`src/rtl/dbi_pkg.sv`:
```
package dbi_pkg;
  localparam int CNT_W = 12;
  localparam logic [CNT_W-1:0] MS_MAX  = 12'd4000;
  localparam logic [CNT_W-1:0] CNT_ONE = 12'd1;
  localparam int DW = 16;
  localparam int AW = 4;
  localparam logic [AW-1:0] A_PEND = 4'd8;
  localparam logic [AW-1:0] A_LVL  = 4'd9;
  localparam logic [AW-1:0] A_LOCK = 4'd10;

  typedef struct packed {
    logic             once;
    logic             trig;
    logic             ien;
    logic [CNT_W-1:0] ms;
  } line_cfg_t;
endpackage

```
`src/rtl/dbi_sync.sv`:
```
module dbi_sync #(
  parameter int W = 8
) (
  input  logic         clk,
  input  logic         rst,
  input  logic [W-1:0] d,
  output logic [W-1:0] q
);
  logic [W-1:0] stage1;

  always_ff @(posedge clk) begin
    if (rst) begin
      stage1 <= '0;
      q      <= '0;
    end else begin
      stage1 <= d;
      q      <= stage1;
    end
  end
endmodule

```
`src/rtl/dbi_line.sv`:
```
module dbi_line
  import dbi_pkg::*;
(
  input  logic             clk,
  input  logic             rst,
  input  logic             tick,
  input  logic             sin,
  input  logic             clr,
  input  logic             arm,
  input  line_cfg_t        cfg,
  output logic             level,
  output logic             pend,
  output logic             lock,
  output logic             active,
  output logic [CNT_W-1:0] cnt
);
  logic [CNT_W-1:0] lim;
  logic             hit;
  logic             ev;

  // Effective filter length: 0 acts as 1, values above the ceiling are clamped
  always_comb begin
    if (cfg.ms == '0)         lim = CNT_ONE;
    else if (cfg.ms > MS_MAX) lim = MS_MAX;
    else                      lim = cfg.ms;
  end

  assign active = (sin != level);
  assign hit    = active && tick && ((cnt + CNT_ONE) >= lim);
  assign ev     = hit && (sin == cfg.trig) && !(cfg.once && lock);

  always_ff @(posedge clk) begin
    if (rst) begin
      level <= 1'b0;
      cnt   <= '0;
    end else if (!active) begin
      cnt <= '0;
    end else if (tick) begin
      if (hit) begin
        level <= sin;
        cnt   <= '0;
      end else begin
        cnt <= cnt + CNT_ONE;
      end
    end
  end

  always_ff @(posedge clk) begin
    if (rst) begin
      pend <= 1'b0;
      lock <= 1'b0;
    end else begin
      if (ev)       pend <= 1'b1;
      else if (clr) pend <= 1'b0;
      if (ev)       lock <= 1'b1;
      else if (arm) lock <= 1'b0;
    end
  end
endmodule

```
`src/rtl/dbi_regs.sv`:
```
module dbi_regs
  import dbi_pkg::*;
#(
  parameter int NL = 8
) (
  input  logic          clk,
  input  logic          rst,
  input  logic          wr_en,
  input  logic [AW-1:0] wr_addr,
  input  logic [DW-1:0] wr_data,
  input  logic [AW-1:0] rd_addr,
  input  logic [NL-1:0] pend,
  input  logic [NL-1:0] level,
  input  logic [NL-1:0] lock,
  output line_cfg_t     cfg [NL],
  output logic [NL-1:0] clr,
  output logic [NL-1:0] arm,
  output logic [DW-1:0] rd_data
);
  localparam int CFGW = $bits(line_cfg_t);
  localparam int CPAD = DW - CFGW;
  localparam int VPAD = DW - NL;

  always_ff @(posedge clk) begin
    for (int i = 0; i < NL; i++) begin
      if (rst) begin
        cfg[i] <= '0;
      end else if (wr_en && (wr_addr == AW'(i))) begin
        cfg[i] <= line_cfg_t'(wr_data[CFGW-1:0]);
      end
    end
  end

  assign clr = (wr_en && (wr_addr == A_PEND)) ? wr_data[NL-1:0] : '0;
  assign arm = (wr_en && (wr_addr == A_LOCK)) ? wr_data[NL-1:0] : '0;

  always_comb begin
    rd_data = '0;
    for (int i = 0; i < NL; i++) begin
      if (rd_addr == AW'(i)) rd_data = {{CPAD{1'b0}}, cfg[i]};
    end
    if (rd_addr == A_PEND) rd_data = {{VPAD{1'b0}}, pend};
    if (rd_addr == A_LVL)  rd_data = {{VPAD{1'b0}}, level};
    if (rd_addr == A_LOCK) rd_data = {{VPAD{1'b0}}, lock};
  end
endmodule

```
`src/rtl/dbnc_irq_hub.sv`:
```
module dbnc_irq_hub
  import dbi_pkg::*;
#(
  parameter int NL = 8
) (
  input  logic          clk,
  input  logic          rst,
  input  logic          ms_tick,
  input  logic [NL-1:0] line_in,
  input  logic          wr_en,
  input  logic [AW-1:0] wr_addr,
  input  logic [DW-1:0] wr_data,
  input  logic [AW-1:0] rd_addr,
  output logic [DW-1:0] rd_data,
  output logic          irq,
  output logic          clk_run
);
  logic [NL-1:0]       sync_vec;
  logic [NL-1:0]       level_vec;
  logic [NL-1:0]       pend_vec;
  logic [NL-1:0]       lock_vec;
  logic [NL-1:0]       act_vec;
  logic [NL-1:0]       ien_vec;
  logic [NL-1:0]       clr_vec;
  logic [NL-1:0]       arm_vec;
  logic [NL*CNT_W-1:0] cnt_flat;
  line_cfg_t           cfg [NL];

  dbi_sync #(.W(NL)) u_sync (
    .clk (clk),
    .rst (rst),
    .d   (line_in),
    .q   (sync_vec)
  );

  dbi_regs #(.NL(NL)) u_regs (
    .clk     (clk),
    .rst     (rst),
    .wr_en   (wr_en),
    .wr_addr (wr_addr),
    .wr_data (wr_data),
    .rd_addr (rd_addr),
    .pend    (pend_vec),
    .level   (level_vec),
    .lock    (lock_vec),
    .cfg     (cfg),
    .clr     (clr_vec),
    .arm     (arm_vec),
    .rd_data (rd_data)
  );

  for (genvar g = 0; g < NL; g++) begin : g_line
    assign ien_vec[g] = cfg[g].ien;
    dbi_line u_line (
      .clk    (clk),
      .rst    (rst),
      .tick   (ms_tick),
      .sin    (sync_vec[g]),
      .clr    (clr_vec[g]),
      .arm    (arm_vec[g]),
      .cfg    (cfg[g]),
      .level  (level_vec[g]),
      .pend   (pend_vec[g]),
      .lock   (lock_vec[g]),
      .active (act_vec[g]),
      .cnt    (cnt_flat[g*CNT_W +: CNT_W])
    );
  end

  assign irq     = |(pend_vec & ien_vec);
  assign clk_run = |act_vec;
endmodule

```
`config.mk`:
```
export PLATFORM = sky130hd
export DESIGN_NAME = dbnc_irq_hub
export DESIGN_NICKNAME = d
export VERILOG_FILES = /design/src/rtl/dbi_pkg.sv /design/src/rtl/dbi_sync.sv /design/src/rtl/dbi_line.sv /design/src/rtl/dbi_regs.sv /design/src/rtl/dbnc_irq_hub.sv
export SDC_FILE = /design/constraint.sdc
export NUM_CORES = 1
export LEC_CHECK = 0
export BUFFER_PORTS_ARGS = -buffer_cell sky130_fd_sc_hd__buf_4
export CAP_MARGIN = 30
export CORE_ASPECT_RATIO = 0.8
export CORE_MARGIN = 5
export CORE_UTILIZATION = 51
export DETAILED_ROUTE_END_ITERATION = 6
export PLACE_DENSITY = 0.67
export SLEW_MARGIN = 5
export SYNTH_ARGS = -nofsm -noshare
export SYNTH_HDL_FRONTEND = slang
export SYNTH_SLANG_ARGS = --single-unit
```
`constraint.sdc`:
```
create_clock -name clk -period 3.9 [get_ports clk]
set_input_delay 0.195 -clock clk [delete_from_list [all_inputs] [get_ports clk]]
set_output_delay 0.195 -clock clk [all_outputs]
set_load 0.05 [all_outputs]
```
# Word level (Yosys, flattened, before mapping)
# Index checks and enable logic that the tools add are counted.
dict set report totals {
  regBits 256
  latch_bits 0
  ram_bits 0
  romBits 0
  input_bits 36
  out_inout_bits 18
  word_cells 305
  n_memories 0
}
dict set report classes {
  addsub 8
  n_mul 0
  div_mod_pow 0
  order_cmp 16
  eq_ne 35
  shifts 0
  n_mux 69
  bitwise 9
  reduce_logical 102
}
# operator count
set ops {}
lappend ops {{$mux W12} 24}
lappend ops {{$mux W15} 11}
lappend ops {{$add A12 B1 Y12 const B} 8}
lappend ops {{$ge A12 B12 Y1} 8}
lappend ops {{$gt A12 B12 Y1 const B} 8}
lappend ops {{$logic_not A12 Y1} 8}
lappend ops {{$logic_and A1 B1 Y1} 50}
lappend ops {{$eq A4 B3 Y1 const B} 8}
lappend ops {{$mux W1} 32}
lappend ops {{$reduce_bool A2 Y1} 16}
lappend ops {{$reduce_and A3 Y1} 8}
lappend ops {{$eq A4 B4 Y1 const B} 5}
lappend ops {{$eq A4 B2 Y1 const B} 4}
lappend ops {{$mux W8} 2}
lappend ops {{$reduce_or A2 Y1} 8}
lappend ops {{$reduce_or A8 Y1} 2}
lappend ops {{$and A8 B8 Y8} 1}
lappend ops {{$eq A1 B1 Y1} 8}
lappend ops {{$eq A4 B1 Y1 const B} 2}
lappend ops {{$logic_not A1 Y1} 8}
lappend ops {{$logic_not A4 Y1} 2}
lappend ops {{$ne A1 B1 Y1} 8}
lappend ops {{$not A1 Y1} 8}

# Longest topological paths before layout
# Gate-level depths: netlist (run 1).
dict set report logic_depth {
  depth_word 12
  depth_mapped 15
  mapped_depth_nobuf 13
}

# By module
# A second synthesis (run 1) with hierarchy kept.
dict set report hier_totals {
  hier_cells 1920
  area_unflattened_um2 15926.5
}
# mod n_inst cells_each area_per_inst_um2 seq_area_each_um2
set modules_own_cells {}
lappend modules_own_cells {{dbi_line (g_line[0].u_line ...)} 7 145 1202.4 300.3}
lappend modules_own_cells {dbi_regs 1 724 5819.3 2402.3}
lappend modules_own_cells {{dbi_line (g_line[4].u_line)} 1 140 1173.6 300.3}
lappend modules_own_cells {dbi_sync 1 33 464.2 320.3}
lappend modules_own_cells {dbnc_irq_hub 1 8 52.6 0.0}

# Least setup slack after synthesis (run 1)
# OpenSTA, ideal clock, no wires.
dict set report synth_timing {
  kind {reg2reg}
  from {register u_regs.cfg[92] (netlist name)}
  to {register g_line[1].u_line.cnt[6]}
  setup_ns 0.074
  arrival_ns 2.758
  t_required_ns 3.826
  setup_slack_ns 1.067
  path_stages_with_launch 15
  n_path_buf 2
  period_less_slack_ns 2.833
  path_cell_list {dfxtp_1 > or4_1 > nor3_1 > or3_1 > buf_2 > inv_1 > nor2_1 > ha_1 > nand2b_1 > a2111oi_2 > o311ai_1 > nand2_1 > buf_4 > nand3_1 > a31oi_1}
}
dict set report synth_via {
  elab_chain_cells 6
  word_cells_on_any_way 7
  classes_between {2 x order compare; 3 x mux; 2 x reduce/logical}
}
# element line
set synth_lines {}
lappend synth_lines {{$gt A12 B12 Y1} dbi_line.sv:24} ;# else if (cfg.ms > MS_MAX) lim = MS_MAX;
lappend synth_lines {{$mux W12} dbi_line.sv:24}
lappend synth_lines {{$mux W12 *} dbi_line.sv:23} ;# if (cfg.ms == '0) lim = CNT_ONE;
lappend synth_lines {{$ge A12 B12 Y1 *} dbi_line.sv:29} ;# assign hit = active && tick && ((cnt + CNT_ONE) >= lim);
lappend synth_lines {{$logic_and A1 B1 Y1 *} dbi_line.sv:29}
lappend synth_lines {{$mux W12 *} dbi_line.sv:39} ;# if (hit) begin
lappend synth_lines {{to (signal assigned)} dbi_line.sv:43} ;# cnt <= cnt + CNT_ONE;
lappend synth_lines {{to (decl)} dbi_line.sv:15} ;# output logic [CNT_W-1:0] cnt
# Every way passes the cells marked *; elsewhere a longest branch is shown, timed or not.
# A chain may end at the register's enable or synchronous reset.

# Worst setup path after layout (run 1)
dict set report layout_timing {
  from {register u_regs.cfg[11] (netlist name)}
  to {register g_line[7].u_line.level}
}
dict set report layout_via {
  elab_chain_cells 6
  word_cells_on_any_way 7
  classes_between {2 x order compare; 2 x mux; 3 x reduce/logical}
}
# element line
set layout_lines {}
lappend layout_lines {{$gt A12 B12 Y1} dbi_line.sv:24}
lappend layout_lines {{$mux W12} dbi_line.sv:24}
lappend layout_lines {{$mux W12 *} dbi_line.sv:23}
lappend layout_lines {{$ge A12 B12 Y1 *} dbi_line.sv:29}
lappend layout_lines {{$logic_and A1 B1 Y1 *} dbi_line.sv:29}
lappend layout_lines {{$reduce_and A3 Y1 (no source line) *} --}
lappend layout_lines {{to (signal assigned)} dbi_line.sv:40} ;# level <= sin;
lappend layout_lines {{to (decl)} dbi_line.sv:11} ;# output logic level,
# Marks and branches as above.

==> results of run 1 <==
[worst max-delay path: cells and delay by family, from the launching register on]
kind / cells / cell delay (ns)
flip-flops: 1 / 0.38
buffers and inverters: 1 / 0.09
AND/OR/NAND/NOR: 6 / 1.03
adder cells (fa/ha/maj): 1 / 0.27
AO/OA/AOI/OAI: 5 / 1.42
[registers in the layout, indices dropped and copies added, names as in the netlist]
name and cells:
g_line.u_line.lock 8, g_line.u_line.cnt 96, g_line.u_line.level 8, g_line.u_line.pend 8
u_sync.stage1 8, u_regs.cfg 120, u_sync.q 8
[metal layers]
| layer | vias up | part of all wire [%] | GRT usage, % |
|---|---|---|---|
| met3 | 53 | 11 | 6.080 |
| li1 | 6663 | - | - |
| met4 | 0 | 1.7 | 4.380 |
| met1 | 6490 | 46 | 39.27 |
| met5 | - | 0 | 0 |
| met2 | 579 | 41 | 38.15 |
[synthesized netlist by cell type (26+ instances only)]
master,n,area share (%)
sky130_fd_sc_hd__nand2_1,440,11
sky130_fd_sc_hd__dfxtp_1,256,34
sky130_fd_sc_hd__a21oi_1,207,6.8
sky130_fd_sc_hd__ha_1,104,8.6
sky130_fd_sc_hd__nand3_1,99,3.3
sky130_fd_sc_hd__clkbuf_1,72,1.8
sky130_fd_sc_hd__nor2_1,71,1.8
sky130_fd_sc_hd__inv_1,63,1.6
sky130_fd_sc_hd__xor2_1,53,3.1
sky130_fd_sc_hd__o21ai_0,43,1.4
sky130_fd_sc_hd__xnor2_1,42,2.4
sky130_fd_sc_hd__nor2b_1,39,1.6
sky130_fd_sc_hd__buf_2,37,1.2
sky130_fd_sc_hd__a31oi_1,34,1.4
sky130_fd_sc_hd__nand3b_1,34,1.7
sky130_fd_sc_hd__mux2i_1,29,1.9
sky130_fd_sc_hd__nand2b_1,26,1.1
[cell type report]
class | count | area (um^2)
clock buffers | 33 | 770.7
clock inverters | 19 | 235.2
fillers | 2671 | 12470
inverters | 63 | 236.5
multi-input cells | 1470 | 9244
flip-flops and latches | 256 | 5125
well taps | 377 | 471.7
repair buffers | 87 | 734.5
[where the power goes]
part           internal [uW]  leakage (uW)  switching (uW)
Clock                   1740      0.000495            1170
Combinational            165       0.00375             343
Sequential              2650       0.00207            42.5
Total                   4560       0.00632            1550
[logic make-up (layout without fill, tap and decap cells)]
logic type,count (synthesis),after routing
compound gates,388,388
xor+xnor,96,96
fa+ha+maj,104,104
buf+inv,185,202
flops,256,256
mux,55,55
other cells,1,1
simple gates,826,826
[through the flow]
stage / std cells / hold slack, ns / cell area [um^2] / setup slack [ns] / power (uW)
after global routing: 2305 / 0.02335 / 16820 / 0.2987 / 6282
final: 2305 / 0.02968 / 16820 / 0.6157 / 6111
after CTS: 2304 / 0.003777 / 16800 / 0.6398 / 6122
after global placement: 2228 / 0.4073 / 15550 / 0.6975 / 3217
after floorplan: 1911 / 0.3232 / 15130 / 1.067 / 3068
after detailed placement: 2230 / 0.4094 / 15580 / 0.6617 / 3224
[final timing paths]
| path | to | slack, ns | from | cells past startpoint |
|---|---|---|---|---|
| setup / recovery | g_line[7].u_line.level | 0.62 | u_regs.cfg[11] | 13 |
| hold / removal | u_regs.cfg[107] | 0.03 | wr_data[2] | 3 |
| setup reg to reg | g_line[7].u_line.level | 0.62 | u_regs.cfg[11] | 13 |
| hold reg to reg | u_sync.q[1] | 0.43 | u_sync.stage1[1] | 1 |
==> implementation parameters, run 1 <==
Parameter                              Value

Critical path
  Worst Path Max Fanout ... 15
  Peak per-stage delay on the critical path ... 0.60 ns
  Type of destination of the critical path ... flop
  Cell occurring most often along the worst timing path ... sky130_fd_sc_hd__o21ai_0
  Critical Path, Cell by Cell ... inv_1 > nor3_1 > nand3_1 > or2_2 > nand2_1 > o21ai_0 > ha_1 > nand2b_1 > a2111oi_2 > nor4_1 > o21ai_2 > o21ai_0 > a21oi_1
  Startpoint types ... flop
  Slowest stage cell on the critical path ... sky130_fd_sc_hd__o21ai_2
  Data arrival at the endpoint of the critical path ... 3.76 ns
  Crit Path Category ... reg -> reg
  CP Data Required Time ... 4.38 ns

Timing
  Actual slew at the worst max-slew pin ... 0.8988 ns
  Number of endpoints failing setup at the final stage ... 0
  Final Skew ... 0.01685 ns
  Minimum period implied by the final worst setup slack ... 3.284 ns
  Crit share post-route ... 84.21%
  Slew margin rel. ... 39.86%
  RSZ-0062 raised after global routing ... false
  Final Max Tran Viols ... 0
  Highest attainable clock frequency ... 304.5 MHz
  Sum Neg Setup Slack ... 0 ns
  Fin. Hold Viols ... 0

Placement
  Buffers on Ports ... 51
  Estimated wirelength of the detail-placed design ... 31.44 mm
  RePlAce Congestion ... 0.9428

Final layout
  Util after Layout ... 57.42%
  Fraction of layout instances using a drive strength above 1 ... 8.817%
  Most frequent standard cell in the layout excluding fill and tap cells ... sky130_fd_sc_hd__nand2_1
  Most used cells in the layout excluding fill and tap cells ... 440 x sky130_fd_sc_hd__nand2_1, 256 x sky130_fd_sc_hd__dfxtp_1, 207 x sky130_fd_sc_hd__a21oi_1, 104 x sky130_fd_sc_hd__ha_1, 99 x sky130_fd_sc_hd__nand3_1
  Ant. Diodes ... 0
  Count of nets after finishing ... 2046
  Synth-to-Final Area Change ... 11.13%

Synth
  Share of cell area taken by muxes after synthesis ... 5.639%
  Top flip-flop cell by instance count after synthesis ... sky130_fd_sc_hd__dfxtp_1
  Sequential element share of the synthesized area ... 33.87%
  Fraction of registers with async set or reset after synthesis ... 0%
  Cell variety after synth ... 60
  Xor/xnor cell area share of the yosys netlist ... 5.606%
  Post-synthesis compound-gate area fraction ... 15.54%
  Number of enable-type register cells in the synthesized netlist ... 0
  Largest family of logic cells by synthesized area ... simple AND/OR/NAND/NOR gates
  Warnings from Yosys ... 0
  Post-Synthesis Cells ... 1911
  Seq cells post-synth ... 256
  Nets in the synthesized netlist ... 2051
  Cell area after synthesis ... 0.01513 mm^2
  Mean instance size in the synthesized netlist ... 7.919 um^2
  Arithmetic-cell share of the synthesized area counting full adders, half adders and majority gates ... 8.599%
  Synth Area in Simple Gates ... 25.68%

Clock tree
  Post-cts repair resize count ... 0
  Number of hold-repair buffers added at the cts stage ... 22
  Clk Tree Root Cell ... sky130_fd_sc_hd__clkbuf_16
  Number of buffers added for setup after CTS ... 0
  Largest buffer count on any clock path ... 3
  CTS H-Tree Depth ... 1
  Clock latency at the later pin of the worst-skew pair ... 0.56 ns
  Clock-pin slew reported for the worst setup and hold paths after clock tree synthesis ... 0.07 ns
  Number of clock sinks ... 256
  Number of buffers inserted during clock tree synthesis ... 28
  Clock tree from TritonCTS ... yes

Global route
  Total overflow reported by the global router ... 0
  Global-route wire length before repair ... 69.75 mm
  Antenna violations before repair ... 0
  GR Util All Layers ... 25.92%
  Maximum number of pins on one net before global-route repair ... 66
  Vias in the first global route ... 12600

Run status
  Run status ... completed

Die
  Area inside the core boundary ... 0.02929 mm^2
  Effective utilization at floorplan ... 51.67%
  I/O pin count ... 54
  Row Count ... 56
  Die outline area ... 0.03324 mm^2
  X dimension of the die ... 202.6 um
  Die Span Y ... 164.1 um

Hold path
  Hold WC Path Type ... in -> reg

Detailed routing
  Violation count after the first detailed-routing iteration ... 1414
  Drt via density ... 5.980
  Antenna-violating nets left ... 0
  Average wire per cell in the routed design ... 19.11 um
  Overall routed net length ... 44.05 mm
  Overall via count from detail_route ... 13790
  DRT Pass-1 Iters ... 7
  Drt drc ... 0

Flow run
  Max-cap viol count ... 0

Pwr
  Leakage power figure ... 0.006317 uW
  Areal power density over the cells ... 363.3 mW/mm^2
  VDD IR-drop max ... 0.3129 mV
Power figures use the tool's default switching activity.
==> inputs of run 2 (changes only) <==
- PLACE_DENSITY: 0.67 -> 0.69
- clock period: 3.9 -> 3 ns (I/O delays scaled with it)
==> run 2 against run 1 <==
Net effect:
- non-clock buffer count is 68 higher
- register-to-register slack worse by 0.51 ns
- critical path depth is 1 lower
- critical endpoint is now g_line[4].u_line.cnt[6]
- clock power is 23% higher
- largest cell class unchanged
- die area stayed put
==> implementation parameters, run 2 (synthesis gave the netlist of run 1 again) <==
Parameter                              Value

Run status
  Run status ... completed

Clock tree
  Number of clock sinks ... 256 (unchanged)
  Largest buffer count on any clock path ... 3 (unchanged)
  Clock tree from TritonCTS ... yes
  Clock-pin slew reported for the worst setup and hold paths after clock tree synthesis ... 0.06 ns (about the same)
  CTS H-Tree Depth ... 1 (unchanged)
  Clk Tree Root Cell ... sky130_fd_sc_hd__clkbuf_16
  Number of buffers inserted during clock tree synthesis ... 29 (+3.6%)
  Clock latency at the later pin of the worst-skew pair ... 0.56 ns (about the same)

Detailed routing
  Overall routed net length ... 46.69 mm (+6.0%)
  Drt drc ... 0 (unchanged)
  Drt via density ... 5.989 (+0.15%)
  Average wire per cell in the routed design ... 19.69 um (+3.1%)
  DRT Pass-1 Iters ... 6 (-1)
  Violation count after the first detailed-routing iteration ... 1376 (-2.7%)
  Antenna-violating nets left ... 0 (unchanged)
  Overall via count from detail_route ... 14200 (+3.0%)

Final layout
  Register bank with the most flops ... u_regs.cfg
  Count of nets after finishing ... 2115 (+3.4%)
  Synth-to-Final Area Change ... 17.07%
  Count of filler cells inserted in the layout ... 2540 (-4.9%)
  Most frequent standard cell in the layout excluding fill and tap cells ... sky130_fd_sc_hd__nand2_1
  Final instance area ... 0.01772 mm^2 (+5.3%)
  Most used cells in the layout excluding fill and tap cells ... 435 x sky130_fd_sc_hd__nand2_1, 244 x sky130_fd_sc_hd__dfxtp_1, 204 x sky130_fd_sc_hd__a21oi_1, 119 x sky130_fd_sc_hd__buf_4, 97 x sky130_fd_sc_hd__ha_1
  Registers with the highest flip-flop counts ... u_regs.cfg x120, g_line.u_line.cnt x96
  Fraction of layout instances using a drive strength above 1 ... 14.64% (+5.8 points)
  Max reg flops ... 120 (unchanged)
  Ant. Diodes ... 0 (unchanged)
  Util after Layout ... 60.49% (+3.1 points)

Critical path
  Type of destination of the critical path ... flop
  Reg-to-Reg Start ... u_regs.cfg[47]
  Reg-to-reg setup timing slack ... 0.10 ns (-0.51 ns)
  Data arrival at the endpoint of the critical path ... 3.38 ns (-0.38 ns)
  Worst Path Max Fanout ... 8 (-7)
  Startpoint types ... flop
  Crit path from ... u_regs.cfg[47]
  CP Data Required Time ... 3.49 ns (-0.89 ns)
  Crit Path Category ... reg -> reg

Timing
  Crit share post-route ... 96.53% (+12 points)
  Number of endpoints failing setup at the final stage ... 0 (unchanged)
  Slew margin rel. ... 37.11% (-2.7 points)
  Final Max Tran Viols ... 0 (unchanged)
  Minimum period implied by the final worst setup slack ... 2.896 ns (-0.3885 ns)
  Actual slew at the worst max-slew pin ... 0.9399 ns (+0.04107 ns)
  Hold Worst Slack ... 0.05414 ns (+0.02446 ns)
  Final Skew ... 0.01050 ns (-0.006357 ns)
  Fin. Hold Viols ... 0 (unchanged)
  Highest attainable clock frequency ... 345.3 MHz (+13%)
  Worst setup margin ... 0.1042 ns (-0.5115 ns)
  RSZ-0062 raised after global routing ... true

Global route
  Total overflow reported by the global router ... 0 (unchanged)
  Vias in the first global route ... 13030 (+3.4%)
  Global-route wire length before repair ... 71.73 mm (+2.8%)
  Maximum number of pins on one net before global-route repair ... 113 (+71%)
  GR Util All Layers ... 26.80% (+0.87 points)
  Antenna violations before repair ... 0 (unchanged)

Hold path
  Hold WC Path Type ... in -> reg
  Beginning of the worst hold path ... wr_addr[1]

Die
  Area inside the core boundary ... 0.02929 mm^2 (unchanged)
  Effective utilization at floorplan ... 51.67% (unchanged)
  X dimension of the die ... 202.6 um (unchanged)
  I/O pin count ... 54 (unchanged)
  Die Span Y ... 164.1 um (unchanged)
  Die outline area ... 0.03324 mm^2 (unchanged)
  Row Count ... 56 (unchanged)

Placement
  RePlAce Congestion ... 0.9733 (+3.2%)
  Setup WS pre-CTS ... -0.003549 ns (-0.6653 ns)
  Buffers on Ports ... 51 (unchanged)
  Estimated wirelength of the detail-placed design ... 32.36 mm (+2.9%)
  Instance area after placement ... 0.01606 mm^2 (+3.1%)

Pwr
  Leakage power figure ... 0.006771 uW (+7.2%)
  VDD IR-drop max ... 0.4627 mV (+48%)
  Sum of internal, switching and leakage power ... 7875 uW (+29%)
  Areal power density over the cells ... 444.5 mW/mm^2 (+22%)

Flow run
  Max-cap viol count ... 0 (unchanged)
==> run 2: per-stage QoR <==
step                      std cells   TNS (ns)
after floorplan                1911          0
after global placement         2285          0
after detailed placement       2285  -0.003549
after CTS                      2358          0
after global routing           2371    -0.7453
final                          2371          0
==> run 2: routing by layer <==
metal	up-vias	part of all wire, %	GRT usage, %
met3	72	12	7.935
met2	591	42	39.48
met4	0	2.1	6.046
met5	-	0	0
li1	6794	-	-
met1	6744	44	38.90
==> run 2: path summary, 6_finish.rpt <==
kind,to,depth (start not counted)
setup / recovery,g_line[4].u_line.cnt[6],12
hold / removal,u_regs.cfg[43],4
setup reg to reg,g_line[4].u_line.cnt[6],12
hold reg to reg,u_sync.q[7],1
==> run 2: worst max-delay path: stages (launching register included) <==
cell and delay [ns]:
sky130_fd_sc_hd__dfxtp_2 0.32, sky130_fd_sc_hd__or4_4 0.54, sky130_fd_sc_hd__nor3_4 0.18, sky130_fd_sc_hd__a211o_1 0.24, sky130_fd_sc_hd__nor2b_4 0.18, sky130_fd_sc_hd__ha_1 0.25
sky130_fd_sc_hd__a211o_1 0.27, sky130_fd_sc_hd__o211ai_1 0.10, sky130_fd_sc_hd__o2111ai_2 0.18, sky130_fd_sc_hd__nand2_2 0.17, sky130_fd_sc_hd__buf_12 0.14, sky130_fd_sc_hd__nand3b_1 0.09
sky130_fd_sc_hd__a31oi_1 0.18
==> run 2: final cells by class <==
cell class | instances | area (um^2) | share of cell area [%]
clock buffers | 38 | 789.5 | 4.456
inverters | 63 | 236.5 | 1.335
well taps | 377 | 471.7 | 2.662
clock inverters | 12 | 141.4 | 0.7980
repair buffers | 155 | 1359 | 7.669
flip-flops and latches | 256 | 5142 | 29.03
multi-input cells | 1470 | 9577 | 54.05
==> run 2: repair_timing <==
item,in CTS,in global routing
setup buffers,0,9
pin swaps,0,29
gates resized for setup,2,80
endpoints found under the setup margin,4,103
gates cloned,0,3
hold buffers,23,0
endpoints found under the hold margin,128,0
==> run 2: where the power goes <==
group	leakage [uW]	internal (uW)	switching [uW]
Clock	0.000460	2100	1490
Sequential	0.00207	3440	50.9
Combinational	0.00424	306	490
Total	0.00677	5850	2030
